==> src/rtl/mbs_pkg.sv <==
package mbs_pkg;
  typedef enum logic [0:0] {
    FR_HUNT = 1'b0,
    FR_DATA = 1'b1
  } fr_state_t;
endpackage

==> src/rtl/mbs_sfd_detect.sv <==
module mbs_sfd_detect #(
  parameter int          NIB_W   = 4,
  parameter logic [3:0]  PRE_NIB = 4'h5,
  parameter logic [3:0]  SFD_NIB = 4'hD,
  parameter int          PRE_MIN = 2
) (
  input  logic             clk,
  input  logic             rst,
  input  logic             hunting,
  input  logic             rx_dv,
  input  logic [NIB_W-1:0] rxd,
  output logic             sfd_hit
);
  localparam int CNT_W = (PRE_MIN > 0) ? $clog2(PRE_MIN + 1) : 1;
  localparam logic [CNT_W-1:0] CNT_SAT = CNT_W'(PRE_MIN);

  logic [CNT_W-1:0] pre_run;
  logic             is_pre;
  logic             is_sfd;
  logic             run_ok;

  assign is_pre  = (rxd == NIB_W'(PRE_NIB));
  assign is_sfd  = (rxd == NIB_W'(SFD_NIB));
  assign run_ok  = (pre_run >= CNT_SAT);
  assign sfd_hit = hunting && rx_dv && is_sfd && run_ok;

  // Count consecutive preamble nibbles, saturating at the required minimum.
  always_ff @(posedge clk) begin
    if (rst) begin
      pre_run <= '0;
    end else if (!hunting || !rx_dv || !is_pre) begin
      pre_run <= '0;
    end else if (!run_ok) begin
      pre_run <= pre_run + 1'b1;
    end
  end
endmodule

==> src/rtl/mbs_framer.sv <==
module mbs_framer
  import mbs_pkg::*;
#(
  parameter int NIBS_PER_BYTE = 2
) (
  input  logic clk,
  input  logic rst,
  input  logic rx_dv,
  input  logic sfd_hit,
  output logic hunting,
  output logic nib_valid,
  output logic nib_first
);
  localparam int PH_W = (NIBS_PER_BYTE > 1) ? $clog2(NIBS_PER_BYTE) : 1;
  localparam logic [PH_W-1:0] PH_LAST = PH_W'(NIBS_PER_BYTE - 1);

  fr_state_t       state;
  logic [PH_W-1:0] phase;

  assign hunting   = (state == FR_HUNT);
  assign nib_valid = (state == FR_DATA) && rx_dv;
  assign nib_first = nib_valid && (phase == '0);

  always_ff @(posedge clk) begin
    if (rst) begin
      state <= FR_HUNT;
    end else begin
      case (state)
        FR_HUNT: if (sfd_hit) state <= FR_DATA;
        FR_DATA: if (!rx_dv)  state <= FR_HUNT;
        default:              state <= FR_HUNT;
      endcase
    end
  end

  // Nibble position within the current byte; restarts at each delimiter.
  always_ff @(posedge clk) begin
    if (rst || sfd_hit) begin
      phase <= '0;
    end else if (nib_valid) begin
      phase <= (phase == PH_LAST) ? '0 : phase + 1'b1;
    end
  end
endmodule

==> src/rtl/mbs_out_stage.sv <==
module mbs_out_stage #(
  parameter int NIB_W = 4
) (
  input  logic             clk,
  input  logic             rst,
  input  logic             nib_valid,
  input  logic             nib_first,
  input  logic [NIB_W-1:0] rxd,
  output logic             byte_stb,
  output logic             frame_act,
  output logic [NIB_W-1:0] data_q
);
  always_ff @(posedge clk) begin
    if (rst) begin
      byte_stb  <= 1'b0;
      frame_act <= 1'b0;
      data_q    <= '0;
    end else begin
      byte_stb  <= nib_first;
      frame_act <= nib_valid;
      data_q    <= nib_valid ? rxd : '0;
    end
  end
endmodule

==> src/rtl/mii_byte_strobe.sv <==
module mii_byte_strobe #(
  parameter int         NIB_W         = 4,
  parameter logic [3:0] PRE_NIB       = 4'h5,
  parameter logic [3:0] SFD_NIB       = 4'hD,
  parameter int         PRE_MIN       = 2,
  parameter int         NIBS_PER_BYTE = 2
) (
  input  logic             clk,
  input  logic             rst,
  input  logic             rx_dv,
  input  logic [NIB_W-1:0] rxd,
  output logic             byte_stb,
  output logic             frame_act,
  output logic [NIB_W-1:0] data_q
);
  logic hunting;
  logic sfd_hit;
  logic nib_valid;
  logic nib_first;

  mbs_sfd_detect #(
    .NIB_W  (NIB_W),
    .PRE_NIB(PRE_NIB),
    .SFD_NIB(SFD_NIB),
    .PRE_MIN(PRE_MIN)
  ) u_sfd (
    .clk    (clk),
    .rst    (rst),
    .hunting(hunting),
    .rx_dv  (rx_dv),
    .rxd    (rxd),
    .sfd_hit(sfd_hit)
  );

  mbs_framer #(
    .NIBS_PER_BYTE(NIBS_PER_BYTE)
  ) u_framer (
    .clk      (clk),
    .rst      (rst),
    .rx_dv    (rx_dv),
    .sfd_hit  (sfd_hit),
    .hunting  (hunting),
    .nib_valid(nib_valid),
    .nib_first(nib_first)
  );

  mbs_out_stage #(
    .NIB_W(NIB_W)
  ) u_out (
    .clk      (clk),
    .rst      (rst),
    .nib_valid(nib_valid),
    .nib_first(nib_first),
    .rxd      (rxd),
    .byte_stb (byte_stb),
    .frame_act(frame_act),
    .data_q   (data_q)
  );
endmodule

==> config.mk <==
export PLATFORM = sky130hd
export DESIGN_NAME = mii_byte_strobe
export DESIGN_NICKNAME = d
export VERILOG_FILES = /design/src/rtl/mbs_pkg.sv /design/src/rtl/mbs_sfd_detect.sv /design/src/rtl/mbs_framer.sv /design/src/rtl/mbs_out_stage.sv /design/src/rtl/mii_byte_strobe.sv
export SDC_FILE = /design/constraint.sdc
export NUM_CORES = 1
export LEC_CHECK = 0
export CAP_MARGIN = 20
export CORE_AREA = 2 2 39 41
export DETAILED_ROUTE_END_ITERATION = 16
export DIE_AREA = 0 0 41 43
export DONT_BUFFER_PORTS = 1
export PLACE_DENSITY = 0.46
export SYNTH_ARGS = -nofsm -noshare
export SYNTH_HDL_FRONTEND = slang
export SYNTH_SLANG_ARGS = --single-unit
export TNS_END_PERCENT = 1
==> constraint.sdc <==
create_clock -name clk -period 1.33 [get_ports clk]
set_input_delay 0.0665 -clock clk [delete_from_list [all_inputs] [get_ports clk]]
set_output_delay 0.0665 -clock clk [all_outputs]
set_load 0.005 [all_outputs]
==> impl_metrics.json, run 1 <==
{
  "status": "completed",
  "hold_viol": 0,
  "dr.pass1.iters": 1,
  "max_stage_delay_ns": 0.34,
  "synth_cell_types": 14,
  "cap_viol_max_count": 0,
  "clkPwrFrac_pct": 45.5,
  "required_ns": 1.50,
  "syn-cell-area_um2": 356.6,
  "start_util_pct": 25.77,
  "slew_violations": 0,
  "clkTransAtPathRegs_ns": 0.07,
  "cts_tree": "built",
  "die_area_um2": 1763,
  "grt_max_degree": 9,
  "antenna_cells": 0,
  "final_cell_mix": "dfxtp_1, dlygate4sd3_1, nor2_1, and3_2",
  "cts-root-buf": "clkbuf_4",
  "setup_tns_ns": 0,
  "ant_nets": 0,
  "synth_nets": 43,
  "pwr-share-comb_pct": 4.8,
  "wire_per_inst_um": 11.00,
  "dpl_cell_area_um2": 376.6,
  "htree_levels": 1,
  "gp_congestion": 0.6233,
  "rsz0062_at_grt": "false",
  "synth_area_leaders": "dfxtp_1, and3_2, nor2_1, nor2b_4, ha_1",
  "worst_pin_slew_ns": 0.2312,
  "ioPinCount": 13,
  "ys_ff_latch": 10,
  "crit_type": "flop to flop",
  "die_h_um": 43,
  "skew_ns": 0.001858,
  "p_per_area_nw_per_um2": 1239,
  "dp_hpwl_um": 508.8,
  "synth_cells": 35,
  "yosys_warnings": 0,
  "grt_pass1_wl_mm": 1.083,
  "p_sw_share_pct": 19.74,
  "num_vias": 277,
  "grt_usage_pct": 9.749,
  "avgSynthCellArea_um2": 10.19,
  "first_iter_violations": 0,
  "cp_data_arrival_time_ns": 1.37,
  "worst_path_max_delay_cell": "dfxtp_1",
  "ir_worst_vdd_mv": 0.5908,
  "hold_path_class": "primary input to flop",
  "grt.overflow.total": 0,
  "pwr-share-seq_pct": 49.7,
  "drt_wl_total_um": 682,
  "yosysSeqAreaShare_pct": 56.14,
  "layout_commonest_cell": "dfxtp_1",
  "grt_antenna_before_repair": 0,
  "internal_power_uw": 484.0,
  "min_period_over_period_pct": 90.31,
  "yosysTopAreaCellShare_pct": 56.14,
  "synthToLayoutAreaGrowth_pct": 36.49,
  "grt_pass1_vias": 280,
  "synth_largest_area_cell": "dfxtp_1",
  "cts_sinks": 10,
  "cellLeakagePower_nw": 0.2070,
  "fp-row-count": 14,
  "slew_headroom_pct": 84.48,
  "cts_buffer_depth": 2,
  "start_kind": "flop",
  "io_buffers": 0,
  "clkLatencyLatePin_ns": 0.27,
  "cp_cell_sequence": "inv_1 > ha_1 > o21ai_2 > o31ai_1 > a311oi_1",
  "remaining_drc_errors": 0,
  "post-route-util_pct": 35.17,
  "end_kind": "flop",
  "design_area_um2": 486.7,
  "path_max_fanout": 3,
  "drive_gt1_share_pct": 23.91,
  "avgViaCountPerCell": 4.468,
  "die_x_um": 41,
  "nNetsFinal": 55,
  "timing.fmax_mhz": 832.6,
  "setup_viol_count_final": 0,
  "core_area_um2": 1384,
  "numCtsBuffers": 3,
  "p_switching_uw": 119.1,
  "period_needed_ns": 1.201
}
-- synth_stat cells --
master    number
nor2_1         5
nor3_1         2
ha_1           1
nand4_2        1
o21ai_1        2
inv_1          3
nor2b_4        1
a311oi_1       1
nand2_1        2
xnor2_1        1
a21oi_1        1
dfxtp_1       10
o31ai_1        1
and3_2         4
-- path summary, 6_finish.rpt --
path / startpoint / end / slack (ns) / cells past startpoint
worst max-delay path: u_sfd.pre_run[0] / u_framer.phase / 0.13 / 5
worst min register to register: u_framer.phase / u_out.byte_stb / 0.45 / 1
worst max register to register: u_sfd.pre_run[0] / u_framer.phase / 0.13 / 5
worst min-delay path: rxd[1] / u_sfd.pre_run[0] / 0.02 / 3
-- cell families (layout without fill, tap and decap cells) --
logic type	count (synthesis)	after routing	share of synthesized area (%)
AOI/OAI and AO/OA	5	5	8.772
xor gates and xnor gates	1	1	2.457
adders and majority gates	1	1	3.508
buffers and inverters	3	14	3.158
DFF	10	10	56.14
and+or+nand+nor	15	15	25.97
-- power by group through the flow --
stage                     logic [mW]  registers, mW  clock network, mW
after floorplan              0.00756          0.307                  0
after global placement       0.00856          0.307                  0
after detailed placement     0.00889          0.307                  0
after CTS                     0.0254          0.300              0.284
after global routing          0.0307          0.300              0.303
final                         0.0287          0.300              0.275
-- through the flow --
step           power (mW)  hold slack (ns)  setup WS, ns  instances
3_5_place_dp       0.3156           0.1518       0.07621         51
3_3_place_gp       0.3152           0.1403        0.1846         51
5_1_grt            0.6330          0.03195       0.02064         62
6_report           0.6031          0.02179        0.1289         62
4_1_cts            0.6088         0.006595       0.06170         61
2_1_floorplan      0.3142           0.1386        0.2239         35
-- critical path: cells and delay by family, from the launching register on --
family                   cells  cell delay, ns
buffers and inverters        1            0.05
AO/OA/AOI/OAI                3            0.49
flip-flops                   1            0.34
adder cells (fa/ha/maj)      1            0.22
-- timing repair --
item / CTS / global route
hold buffers: 6 / 1
gates resized for setup: 0 / 1
endpoints found under the hold margin: 8 / 1
setup endpoints to repair: 0 / 1
setup buffers: 0 / 0
-- metal layers --
metal	share of wire, %	GRT usage, %	vias up
met3	10	7.853	0
met4	0	4.000	0
met2	53	14.69	11
met1	37	9.355	124
met5	0	0	-
li1	-	-	142
-- state kept, by name, summed over array words and instances, names as in the netlist --
| name | cells |
|---|---|
| u_out.data_q | 4 |
| u_sfd.pre_run | 2 |
| u_framer.phase | 1 |
| u_framer.state | 1 |
| u_out.byte_stb | 1 |
| u_out.frame_act | 1 |
-- layout make-up --
cell class,instances,area [um^2]
Sequential cell,10,200.2
Fill cell,144,897.1
Multi-Input combinational cell,22,148.9
Timing Repair Buffer,7,70.07
Inverter,3,11.26
Tap cell,16,20.02
Clock buffer,4,36.28
(Power assumes the default switching activity.)
==> run 2, diff against run 1 <==
--- a/config.mk
+++ b/config.mk
@@ -6,12 +6,13 @@
 export NUM_CORES = 1
 export LEC_CHECK = 0
 export CAP_MARGIN = 20
-export CORE_AREA = 2 2 39 41
+export CORE_MARGIN = 2
+export CORE_UTILIZATION = 30
 export DETAILED_ROUTE_END_ITERATION = 16
-export DIE_AREA = 0 0 41 43
 export DONT_BUFFER_PORTS = 1
-export PLACE_DENSITY = 0.46
+export PLACE_DENSITY = 0.5
 export SYNTH_ARGS = -nofsm -noshare
 export SYNTH_HDL_FRONTEND = slang
+export SYNTH_HIERARCHICAL = 1
 export SYNTH_SLANG_ARGS = --single-unit
 export TNS_END_PERCENT = 1
==> impl_metrics.json, run 2 <==
{
  "status": "completed",
  "crit_type": "flop to flop",
  "dr.pass1.iters": 1,
  "pwr-share-seq_pct": 50.3,
  "clkTransAtPathRegs_ns": 0.07,
  "ys_ff_latch": 10,
  "first_iter_violations": 0,
  "cts-root-buf": "clkbuf_4",
  "synth_cell_types": 16,
  "post-route-util_pct": 40.86,
  "grt_usage_pct": 11.91,
  "dp_hpwl_um": 552.8,
  "cts_tree": "built",
  "slew_violations": 0,
  "setup_tns_ns": 0,
  "cellLeakagePower_nw": 0.2175,
  "yosys_warnings": 6,
  "p_sw_share_pct": 19.05,
  "skew_ns": 0.002309,
  "yosysSeqAreaShare_pct": 51.12,
  "internal_power_uw": 482.1,
  "fillers": 126,
  "slew_headroom_pct": 83.19,
  "cts_setup_buffers": 0,
  "rsz0062_at_grt": "false",
  "cap_viol_max_count": 0,
  "hold_path_class": "primary input to flop",
  "grt_pass1_wl_mm": 1.166,
  "ys_top_cells_by_count": "dfxtp_1, and3b_1, inv_1",
  "top_regs": "u_out/data_q x4, u_sfd/pre_run x2",
  "synth-async-reset-ratio_pct": 0,
  "start_util_pct": 31.27,
  "grt_antenna_before_repair": 0,
  "die_h_um": 40.13,
  "die_area_um2": 1610,
  "drive_gt1_share_pct": 14.89,
  "grt.overflow.total": 0,
  "io_buffers": 0,
  "nNetsFinal": 56,
  "core_area_um2": 1252,
  "syn-cell-area_um2": 391.6,
  "yosysTopAreaCellShare_pct": 51.12,
  "holdWs_ns": 0.01716,
  "numCtsBuffers": 3,
  "remaining_drc_errors": 0,
  "num_vias": 294,
  "dp.cells": 52,
  "worst_pin_slew_ns": 0.2514,
  "die_x_um": 40.13,
  "clkLatencyLatePin_ns": 0.26,
  "grt_max_degree": 9,
  "pwr-share-comb_pct": 4.3,
  "start_kind": "flop",
  "final_cell_mix": "dfxtp_1, dlygate4sd3_1, inv_1, and3b_1, clkbuf_4",
  "yosysMostFrequentCell": "dfxtp_1",
  "antenna_cells": 0,
  "wire_per_inst_um": 12.76,
  "cp_data_arrival_time_ns": 1.42,
  "clkPwrFrac_pct": 45.3,
  "layout_commonest_cell": "dfxtp_1",
  "required_ns": 1.52,
  "timing.fmax_mhz": 811.8,
  "hold_viol": 0,
  "htree_levels": 1,
  "p_switching_uw": 113.5,
  "grt_pass1_vias": 304,
  "largest_reg_flops": 4,
  "synth_cells": 37,
  "p_per_area_nw_per_um2": 1164,
  "ioPinCount": 13,
  "synth_nets": 45,
  "synth_largest_area_cell": "dfxtp_1",
  "fp-row-count": 13,
  "ir_worst_vdd_mv": 0.3009,
  "regMostFlops": "u_out/data_q",
  "avgViaCountPerCell": 4.742,
  "synth-edff-count": 0,
  "drt_wl_total_um": 791,
  "period_needed_ns": 1.232,
  "setup_viol_count_final": 0,
  "synth_area_leaders": "dfxtp_1, and3b_1, a211oi_2, inv_1, nand3b_1",
  "path_max_fanout": 4,
  "cts_sinks": 10,
  "ant_nets": 0,
  "cts_buffer_depth": 2,
  "min_period_over_period_pct": 92.62,
  "instances_no_fill": 62,
  "synth_flop_cell": "dfxtp_1",
  "end_kind": "flop",
  "gp_congestion": 0.6204,
  "avgSynthCellArea_um2": 10.58,
  "synthToLayoutAreaGrowth_pct": 30.67
}
## run 2: layer usage
metal	up-vias	part of all wire, %	track usage (%)
met3	0	8.1	3.333
met1	130	41	12.46
li1	154	-	-
met5	-	0	0
met2	10	51	19.35
met4	0	0	10.34
## run 2: through the flow
step	total power, mW	cell area [um^2]	setup WS [ns]
finish	0.5956	511.7	0.09818
CTS	0.6117	506.7	0.03719
global route	0.6264	511.7	0.02062
floorplan	0.3136	391.6	0.1732
detailed placement	0.3143	410.4	0.06624
global placement	0.3144	410.4	0.1487
## run 2: cell type report
cell class                      instances  area, um^2  area share, %
Tap cell                               15       18.77          3.667
Multi-Input combinational cell         23       181.4          35.45
Timing Repair Buffer                    6       60.06          11.74
Clock buffer                            4       36.28          7.090
Sequential cell                        10       200.2          39.12
Inverter                                4       15.01          2.934
## run 2: worst paths after layout
| check | end | cells after the start | slack, ns | start |
|---|---|---|---|---|
| max reg2reg | u_sfd/pre_run[0] | 4 | 0.1 | u_sfd/pre_run[0] |
| min reg2reg | u_sfd/pre_run[0] | 2 | 0.52 | u_sfd/pre_run[0] |
| max | u_sfd/pre_run[0] | 4 | 0.1 | u_sfd/pre_run[0] |
| min | u_framer/phase | 2 | 0.02 | rx_dv |
## run 2: logic make-up after synthesis
| group | share of synthesized area (%) |
|---|---|
| simple gates | 26.52 |
| compound gates | 15.33 |
| flops | 51.12 |
| fa+ha+maj | 3.194 |
| buf+inv | 3.833 |
## run 2: timing repair
item | in CTS | in global routing
setup endpoints to repair | 0 | 1
resized for setup | 0 | 1
endpoints found under the hold margin | 9 | 0
hold buffers | 6 | 0
## run 2: critical path, cell delays in order, from the launching register on
cell and delay [ns]:
dfxtp_1 0.34, inv_1 0.05, ha_1 0.23, or3_1 0.33, a211oi_2 0.21
## run 2: power by group through the flow
stage | sequential, mW | clock, mW | combinational [mW]
floorplan | 0.307 | 0 | 0.00700
global placement | 0.307 | 0 | 0.00778
detailed placement | 0.307 | 0 | 0.00768
CTS | 0.300 | 0.287 | 0.0256
global route | 0.300 | 0.299 | 0.0278
finish | 0.300 | 0.270 | 0.0259
